File: src/rtl/ppsd_pkg.sv
package ppsd_pkg;

    typedef int unsigned u32_t;

    // Where a reference edge landed relative to the expected rollover
    typedef enum logic [1:0] {
        PH_ALIGNED = 2'd0,   // at or slightly before the natural wrap
        PH_LATE_OK = 2'd1,   // just after the wrap, second already counted
        PH_OFF     = 2'd2    // outside both windows
    } phase_e;

    typedef struct packed {
        logic   hit;
        phase_e ph;
    } pps_evt_t;

    function automatic phase_e phase_class(u32_t sub, u32_t ticks, u32_t tol);
        if (sub < tol)
            return PH_LATE_OK;
        else if (sub >= ticks - 1 - tol)
            return PH_ALIGNED;
        else
            return PH_OFF;
    endfunction

    function automatic u32_t eff_width(u32_t w, u32_t ticks);
        if (w == 0)
            return ticks / 10;
        else if (w >= ticks)
            return ticks - 1;
        else
            return w;
    endfunction

endpackage

File: src/rtl/ppsd_sync.sv
module ppsd_sync #(
    parameter int unsigned STAGES = 2
) (
    input  logic clk,
    input  logic rst,
    input  logic din,
    output logic rise
);
    logic [STAGES-1:0] sh;
    logic              prev;

    generate
        if (STAGES == 1) begin : g_one
            always_ff @(posedge clk) begin
                if (rst) sh <= '0;
                else     sh <= din;
            end
        end else begin : g_many
            always_ff @(posedge clk) begin
                if (rst) sh <= '0;
                else     sh <= {sh[STAGES-2:0], din};
            end
        end
    endgenerate

    always_ff @(posedge clk) begin
        if (rst) prev <= 1'b0;
        else     prev <= sh[STAGES-1];
    end

    assign rise = sh[STAGES-1] & ~prev;

    a_r3_rise_single: assert property (@(posedge clk) disable iff (rst)
        rise |=> !rise);

endmodule

File: src/rtl/ppsd_counter.sv
module ppsd_counter
    import ppsd_pkg::*;
#(
    parameter int unsigned TICKS = 100,
    parameter int unsigned SEC_W = 16,
    parameter int unsigned SUB_W = 7
) (
    input  logic             clk,
    input  logic             rst,
    input  pps_evt_t         evt,
    input  logic             load_en,
    input  logic [SEC_W-1:0] load_val,
    output logic [SEC_W-1:0] sec,
    output logic [SUB_W-1:0] sub
);
    localparam logic [SUB_W-1:0] LAST = SUB_W'(TICKS - 1);

    logic wrap;
    logic bump;

    assign wrap = (sub == LAST);
    assign bump = evt.hit ? (evt.ph != PH_LATE_OK) : wrap;

    always_ff @(posedge clk) begin
        if (rst) begin
            sub <= '0;
            sec <= '0;
        end else begin
            if (evt.hit || wrap) sub <= '0;
            else                 sub <= sub + 1'b1;

            if (load_en)   sec <= load_val;
            else if (bump) sec <= sec + 1'b1;
        end
    end

    a_r2_sub_range: assert property (@(posedge clk) disable iff (rst)
        sub <= LAST);

    a_r8_load_wins: assert property (@(posedge clk) disable iff (rst)
        load_en |=> sec == $past(load_val));

    a_r2_wrap_step: assert property (@(posedge clk) disable iff (rst)
        (wrap && !load_en) |=> sec == $past(sec) + 1'b1);

endmodule

File: src/rtl/ppsd_lock.sv
module ppsd_lock
    import ppsd_pkg::*;
#(
    parameter int unsigned TICKS = 100,
    parameter int unsigned TOL   = 4
) (
    input  logic     clk,
    input  logic     rst,
    input  pps_evt_t evt,
    output logic     locked,
    output logic     phase_err
);
    localparam int unsigned LIMIT = TICKS + TOL;
    localparam int unsigned GAP_W = $clog2(LIMIT + 1);
    localparam logic [GAP_W-1:0] GAP_MAX  = GAP_W'(LIMIT);
    localparam logic [GAP_W-1:0] GAP_LAST = GAP_W'(LIMIT - 1);

    logic [GAP_W-1:0] gap;

    always_ff @(posedge clk) begin
        if (rst) begin
            gap       <= '0;
            locked    <= 1'b0;
            phase_err <= 1'b0;
        end else begin
            phase_err <= evt.hit && (evt.ph == PH_OFF);
            if (evt.hit) begin
                gap    <= '0;
                locked <= (evt.ph != PH_OFF);
            end else begin
                if (gap != GAP_MAX) gap <= gap + 1'b1;
                if (gap == GAP_LAST) locked <= 1'b0;
            end
        end
    end

    a_r6_lock_needs_edge: assert property (@(posedge clk) disable iff (rst)
        $rose(locked) |-> $past(evt.hit));

    a_r5_err_unlocks: assert property (@(posedge clk) disable iff (rst)
        phase_err |-> !locked);

    a_r7_gap_bound: assert property (@(posedge clk) disable iff (rst)
        locked |-> gap < GAP_MAX);

endmodule

File: src/rtl/ppsd_trigger.sv
module ppsd_trigger #(
    parameter int unsigned SEC_W = 16,
    parameter int unsigned SUB_W = 7
) (
    input  logic             clk,
    input  logic             rst,
    input  logic             arm,
    input  logic [SEC_W-1:0] tgt_sec,
    input  logic [SUB_W-1:0] tgt_sub,
    input  logic [SEC_W-1:0] sec,
    input  logic [SUB_W-1:0] sub,
    output logic             fire
);
    logic [SEC_W+SUB_W-1:0] tgt_q;
    logic                   pending;
    logic                   reached;

    assign reached = {sec, sub} >= tgt_q;

    always_ff @(posedge clk) begin
        if (rst) begin
            tgt_q   <= '0;
            pending <= 1'b0;
            fire    <= 1'b0;
        end else begin
            fire <= pending && reached;
            if (arm) begin
                tgt_q   <= {tgt_sec, tgt_sub};
                pending <= 1'b1;
            end else if (reached) begin
                pending <= 1'b0;
            end
        end
    end

    a_r10_one_cycle: assert property (@(posedge clk) disable iff (rst)
        fire |=> !fire);

    a_r10_disarms: assert property (@(posedge clk) disable iff (rst)
        fire |-> (!pending || $past(arm)));

endmodule

File: src/rtl/ppsd_timebase.sv
module ppsd_timebase
    import ppsd_pkg::*;
#(
    parameter int unsigned TICKS_PER_SEC = 50_000_000,
    parameter int unsigned TOLERANCE     = 1000,
    parameter int unsigned SEC_W         = 32,
    parameter int unsigned SYNC_STAGES   = 2,
    localparam int unsigned SUB_W        = $clog2(TICKS_PER_SEC)
) (
    input  logic             clk,
    input  logic             rst,
    input  logic             pps_in,
    input  logic             sec_load_en,
    input  logic [SEC_W-1:0] sec_load_val,
    input  logic             arm,
    input  logic [SEC_W-1:0] tgt_sec,
    input  logic [SUB_W-1:0] tgt_sub,
    input  logic [SUB_W-1:0] pulse_width,
    output logic [SEC_W-1:0] now_sec,
    output logic [SUB_W-1:0] now_sub,
    output logic             fire,
    output logic             locked,
    output logic             phase_err,
    output logic             pps_out
);
    localparam logic [SUB_W-1:0] LAST = SUB_W'(TICKS_PER_SEC - 1);

    logic     rise;
    pps_evt_t evt;

    ppsd_sync #(.STAGES(SYNC_STAGES)) u_sync (
        .clk  (clk),
        .rst  (rst),
        .din  (pps_in),
        .rise (rise)
    );

    always_comb begin
        evt.hit = rise;
        evt.ph  = phase_class(u32_t'(now_sub), TICKS_PER_SEC, TOLERANCE);
    end

    ppsd_counter #(.TICKS(TICKS_PER_SEC), .SEC_W(SEC_W), .SUB_W(SUB_W)) u_cnt (
        .clk      (clk),
        .rst      (rst),
        .evt      (evt),
        .load_en  (sec_load_en),
        .load_val (sec_load_val),
        .sec      (now_sec),
        .sub      (now_sub)
    );

    ppsd_lock #(.TICKS(TICKS_PER_SEC), .TOL(TOLERANCE)) u_lock (
        .clk       (clk),
        .rst       (rst),
        .evt       (evt),
        .locked    (locked),
        .phase_err (phase_err)
    );

    ppsd_trigger #(.SEC_W(SEC_W), .SUB_W(SUB_W)) u_trig (
        .clk     (clk),
        .rst     (rst),
        .arm     (arm),
        .tgt_sec (tgt_sec),
        .tgt_sub (tgt_sub),
        .sec     (now_sec),
        .sub     (now_sub),
        .fire    (fire)
    );

    assign pps_out = u32_t'(now_sub) < eff_width(u32_t'(pulse_width), TICKS_PER_SEC);

    a_r3_snap_zero: assert property (@(posedge clk) disable iff (rst)
        rise |=> now_sub == '0);

    a_r9_low_before_wrap: assert property (@(posedge clk) disable iff (rst)
        (now_sub == LAST) |-> !pps_out);

    a_r9_high_at_start: assert property (@(posedge clk) disable iff (rst)
        (now_sub == '0) |-> pps_out);

endmodule

File: config.mk
export PLATFORM = sky130hd
export DESIGN_NAME = ppsd_timebase
export DESIGN_NICKNAME = d
export VERILOG_FILES = /design/src/rtl/ppsd_pkg.sv /design/src/rtl/ppsd_sync.sv /design/src/rtl/ppsd_counter.sv /design/src/rtl/ppsd_lock.sv /design/src/rtl/ppsd_trigger.sv /design/src/rtl/ppsd_timebase.sv
export SDC_FILE = /design/constraint.sdc
export NUM_CORES = 1
export LEC_CHECK = 0
export BUFFER_PORTS_ARGS = -buffer_cell sky130_fd_sc_hd__buf_2
export CAP_MARGIN = 15
export CORE_UTILIZATION = 56
export DETAILED_ROUTE_END_ITERATION = 10
export PLACE_DENSITY = 0.79
export SYNTH_ARGS = -nofsm -noshare
export SYNTH_HDL_FRONTEND = slang
export SYNTH_HIERARCHICAL = 1
export SYNTH_SLANG_ARGS = --single-unit
File: constraint.sdc
create_clock -name clk -period 3.8 [get_ports clk]
set_input_delay 0.57 -clock clk [delete_from_list [all_inputs] [get_ports clk]]
set_output_delay 0.57 -clock clk [all_outputs]
set_load 0.02 [all_outputs]
==> reports/qor.csv <==
metric,value,unit
cts-buffers-inserted,17,
synth_edf_count,0,
cts.clk_slew.worst_paths,60,ps
grt_pass1_wl,38800,um
hold_viol_final,0,
ys_types,68,
wire_per_inst,16.0,um
drv_cap,0,
critPathMaxFanout,7,
path_class,input pin to output pin,
min_from,pps_in,
core_area,15900,um2
firstDrtPassIters,5,
fin_util,0.695,
p_int,2810,uW
rows,46,
hold_path_class,input pin to flip-flop,
switching_share,0.279,
post-route-period-util,1.01,
die_area,16900,um2
areaGrowthSynthToFinish,20.8,%
p_sw,1090,uW
synth_nets,1317,
avgSynthCellArea,8.27,um2
clock_latency,430,ps
vias,8962,
post-place-ws,-268,ps
grt_max_degree,73,
grt_util_all_layers,0.291,
place_congestion,0.871,
drt_iter0_drc,664,
wl,24300,um
worst_setup_path_end_kind,output pin,
numPortBuffers,182,
start_kind,input pin,
drive_gt1_frac,0.213,
r2r-start,u_cnt/sub[22],
totalPowerFinal,3890,uW
report.final.slew_viol_count,0,
cts_tree,yes,
worstMarginPinSlew,1160,ps
timing.fmax,261,MHz
drcViolationCount,0,
htree_levels,4,
violations,negative setup slack,
final_nets,1499,
place_hpwl,17800,um
async_reset_ff_frac,0,
crit_start,pulse_width[7],
grt_pass1_vias,8235,
setup_viol_count_final,1,
rsz0062_at_grt,yes,
syn-instance-count,1109,
overflow,0,
ir_drop,0.000336,V
io_pins,183,
p_comb_frac,0.150,
antenna_found_initial,1,
fillers,1347,
initial_core_util,0.575,
setup_slack,-34.3,ps
max-slew-margin-rel,0.228,
syn_area,9170,um2
fin_crit,3830,ps
vias_per_cell,5.89,
ys.flop_type,dfxtp_1,
seqPwrFrac,0.436,
clock_power_share,0.414,
die_w,130,um
cp.required,3230,ps
clock-sinks,149,
worstPathArrival,3260,ps
power.density,351,nW/um2
final_antenna_net_count,0,
synth_seq_area_share,0.325,
cts_root_buf,clkbuf_16,
dieHeight,130,um
ys_warn_count,6,
p_leak,0.00481,uW
outcome,"finished, violations left",
cts_buffer_depth,2,
yosys_register_bits,149,
skew,11.6,ps
[final cells by class]
type	count	area, um2	share of cell area
clock inverters	13	124	0.0112
diodes	2	5.00	0.000452
multi-input cells	831	5800	0.524
clock buffers	18	439	0.0396
repair buffers	210	1140	0.103
inverters	82	308	0.0278
well taps	216	270	0.0244
flip-flops and latches	149	2980	0.269
[per-layer routing]
layer / GRT usage / routed length [um] / up-vias / part of all wire
met5: 0 / 0 / - / 0
met4: 0.128 / 589 / 0 / 0.024
met3: 0.0566 / 1380 / 42 / 0.057
met2: 0.483 / 11600 / 297 / 0.48
met1: 0.369 / 10700 / 4199 / 0.44
li1: - / - / 4424 / -
[sequential cells by signal (all words and copies together) (netlist names)]
| register | flops |
|---|---|
| u_sync/prev | 1 |
| u_lock/locked | 1 |
| u_trig/fire | 1 |
| u_cnt/sec | 32 |
| u_lock/gap | 26 |
| u_sync/sh | 2 |
| u_lock/phase_err | 1 |
| u_trig/pending | 1 |
| u_cnt/sub | 26 |
| u_trig/tgt_q | 58 |
[per-stage QoR]
step | std cells | area (um2) | TNS, ps | hold slack, ps
after floorplan | 1109 | 9180 | 0 | 414
after global placement | 1486 | 10400 | -226 | 423
after detailed placement | 1486 | 10400 | -268 | 422
after CTS | 1519 | 11000 | -76.9 | 347
after global routing | 1520 | 11100 | -184 | 381
final | 1521 | 11100 | -34.3 | 355
[layout by cell type, fill, tap and decap left out, types with 22 or more instances in the layout]
cell type,netlist,routed
dfxtp_1,149,149
buf_4,1,29
nand3_1,46,46
mux2i_1,58,58
buf_2,11,179
a311oi_1,22,22
nor2_1,159,155
ha_1,87,85
a21oi_1,47,45
inv_1,82,82
nand2_1,61,61
o21ai_0,34,33
nand4_1,45,45
[power by group through the flow]
stage / sequential, uW / combinational, uW / clock (uW)
floorplan: 1750 / 327 / 0
global placement: 1730 / 547 / 0
detailed placement: 1730 / 565 / 0
CTS: 1700 / 578 / 1630
global route: 1710 / 652 / 1700
finish: 1700 / 584 / 1610
[cell usage after synthesis, drive strengths merged (8+ instances only)]
cell type	count	share of area
a221oi	8	0.0076
o21ai	34	0.019
or4	19	0.016
xnor2	12	0.011
inv	82	0.034
a21oi	47	0.026
dfxtp	149	0.33
or3	19	0.013
a2111oi	15	0.015
mux2i	58	0.063
a311oi	22	0.021
xor2	20	0.019
buf	14	0.0076
nor2	159	0.065
nor4b	11	0.011
nand3	48	0.028
nand2	61	0.025
clkbuf	33	0.014
and4	9	0.0086
nand4	45	0.031
and2	9	0.0061
and3	17	0.012
nor3	22	0.013
ha	87	0.12
nor4	21	0.017
o31ai	13	0.011
nor2b	13	0.0091
[critical path, cell delays in order]
cell and delay (ps):
buf_6 90, or3_4 400, a2111oi_4 350, nor4_2 80, buf_4 180, nor2_2 90
ha_1 240, a21oi_1 120, nor2b_1 50, or4_1 470, a221o_1 280, a31oi_2 180
buf_4 170
[final timing paths]
| check | endpoint | cells past startpoint | slack [ps] |
|---|---|---|---|
| worst min-delay path | u_sync/sh[0] | 2 | 360 |
| worst min register to register | u_sync/sh[1] | 1 | 430 |
| worst max-delay path | pps_out | 13 | -30 |
| worst max register to register | u_cnt/sec[11] | 10 | 320 |
[kinds of logic after synthesis]
kind of cell,share of synthesized area
AND/OR/NAND/NOR,0.273
AO/OA/AOI/OAI,0.134
buffers and inverters,0.0549
XOR/XNOR,0.0306
adder cells (fa/ha/maj),0.119
multiplexers,0.0633
flip-flops,0.325
[what timing repair did]
| action | 4_1_cts | 5_1_grt |
|---|---|---|
| setup buffers | 2 | 0 |
| pin swaps | 9 | 3 |
| hold buffers | 0 | 0 |
| endpoints found under the setup margin | 1 | 1 |
| resized for setup | 16 | 4 |
(Power assumes the default switching activity.)
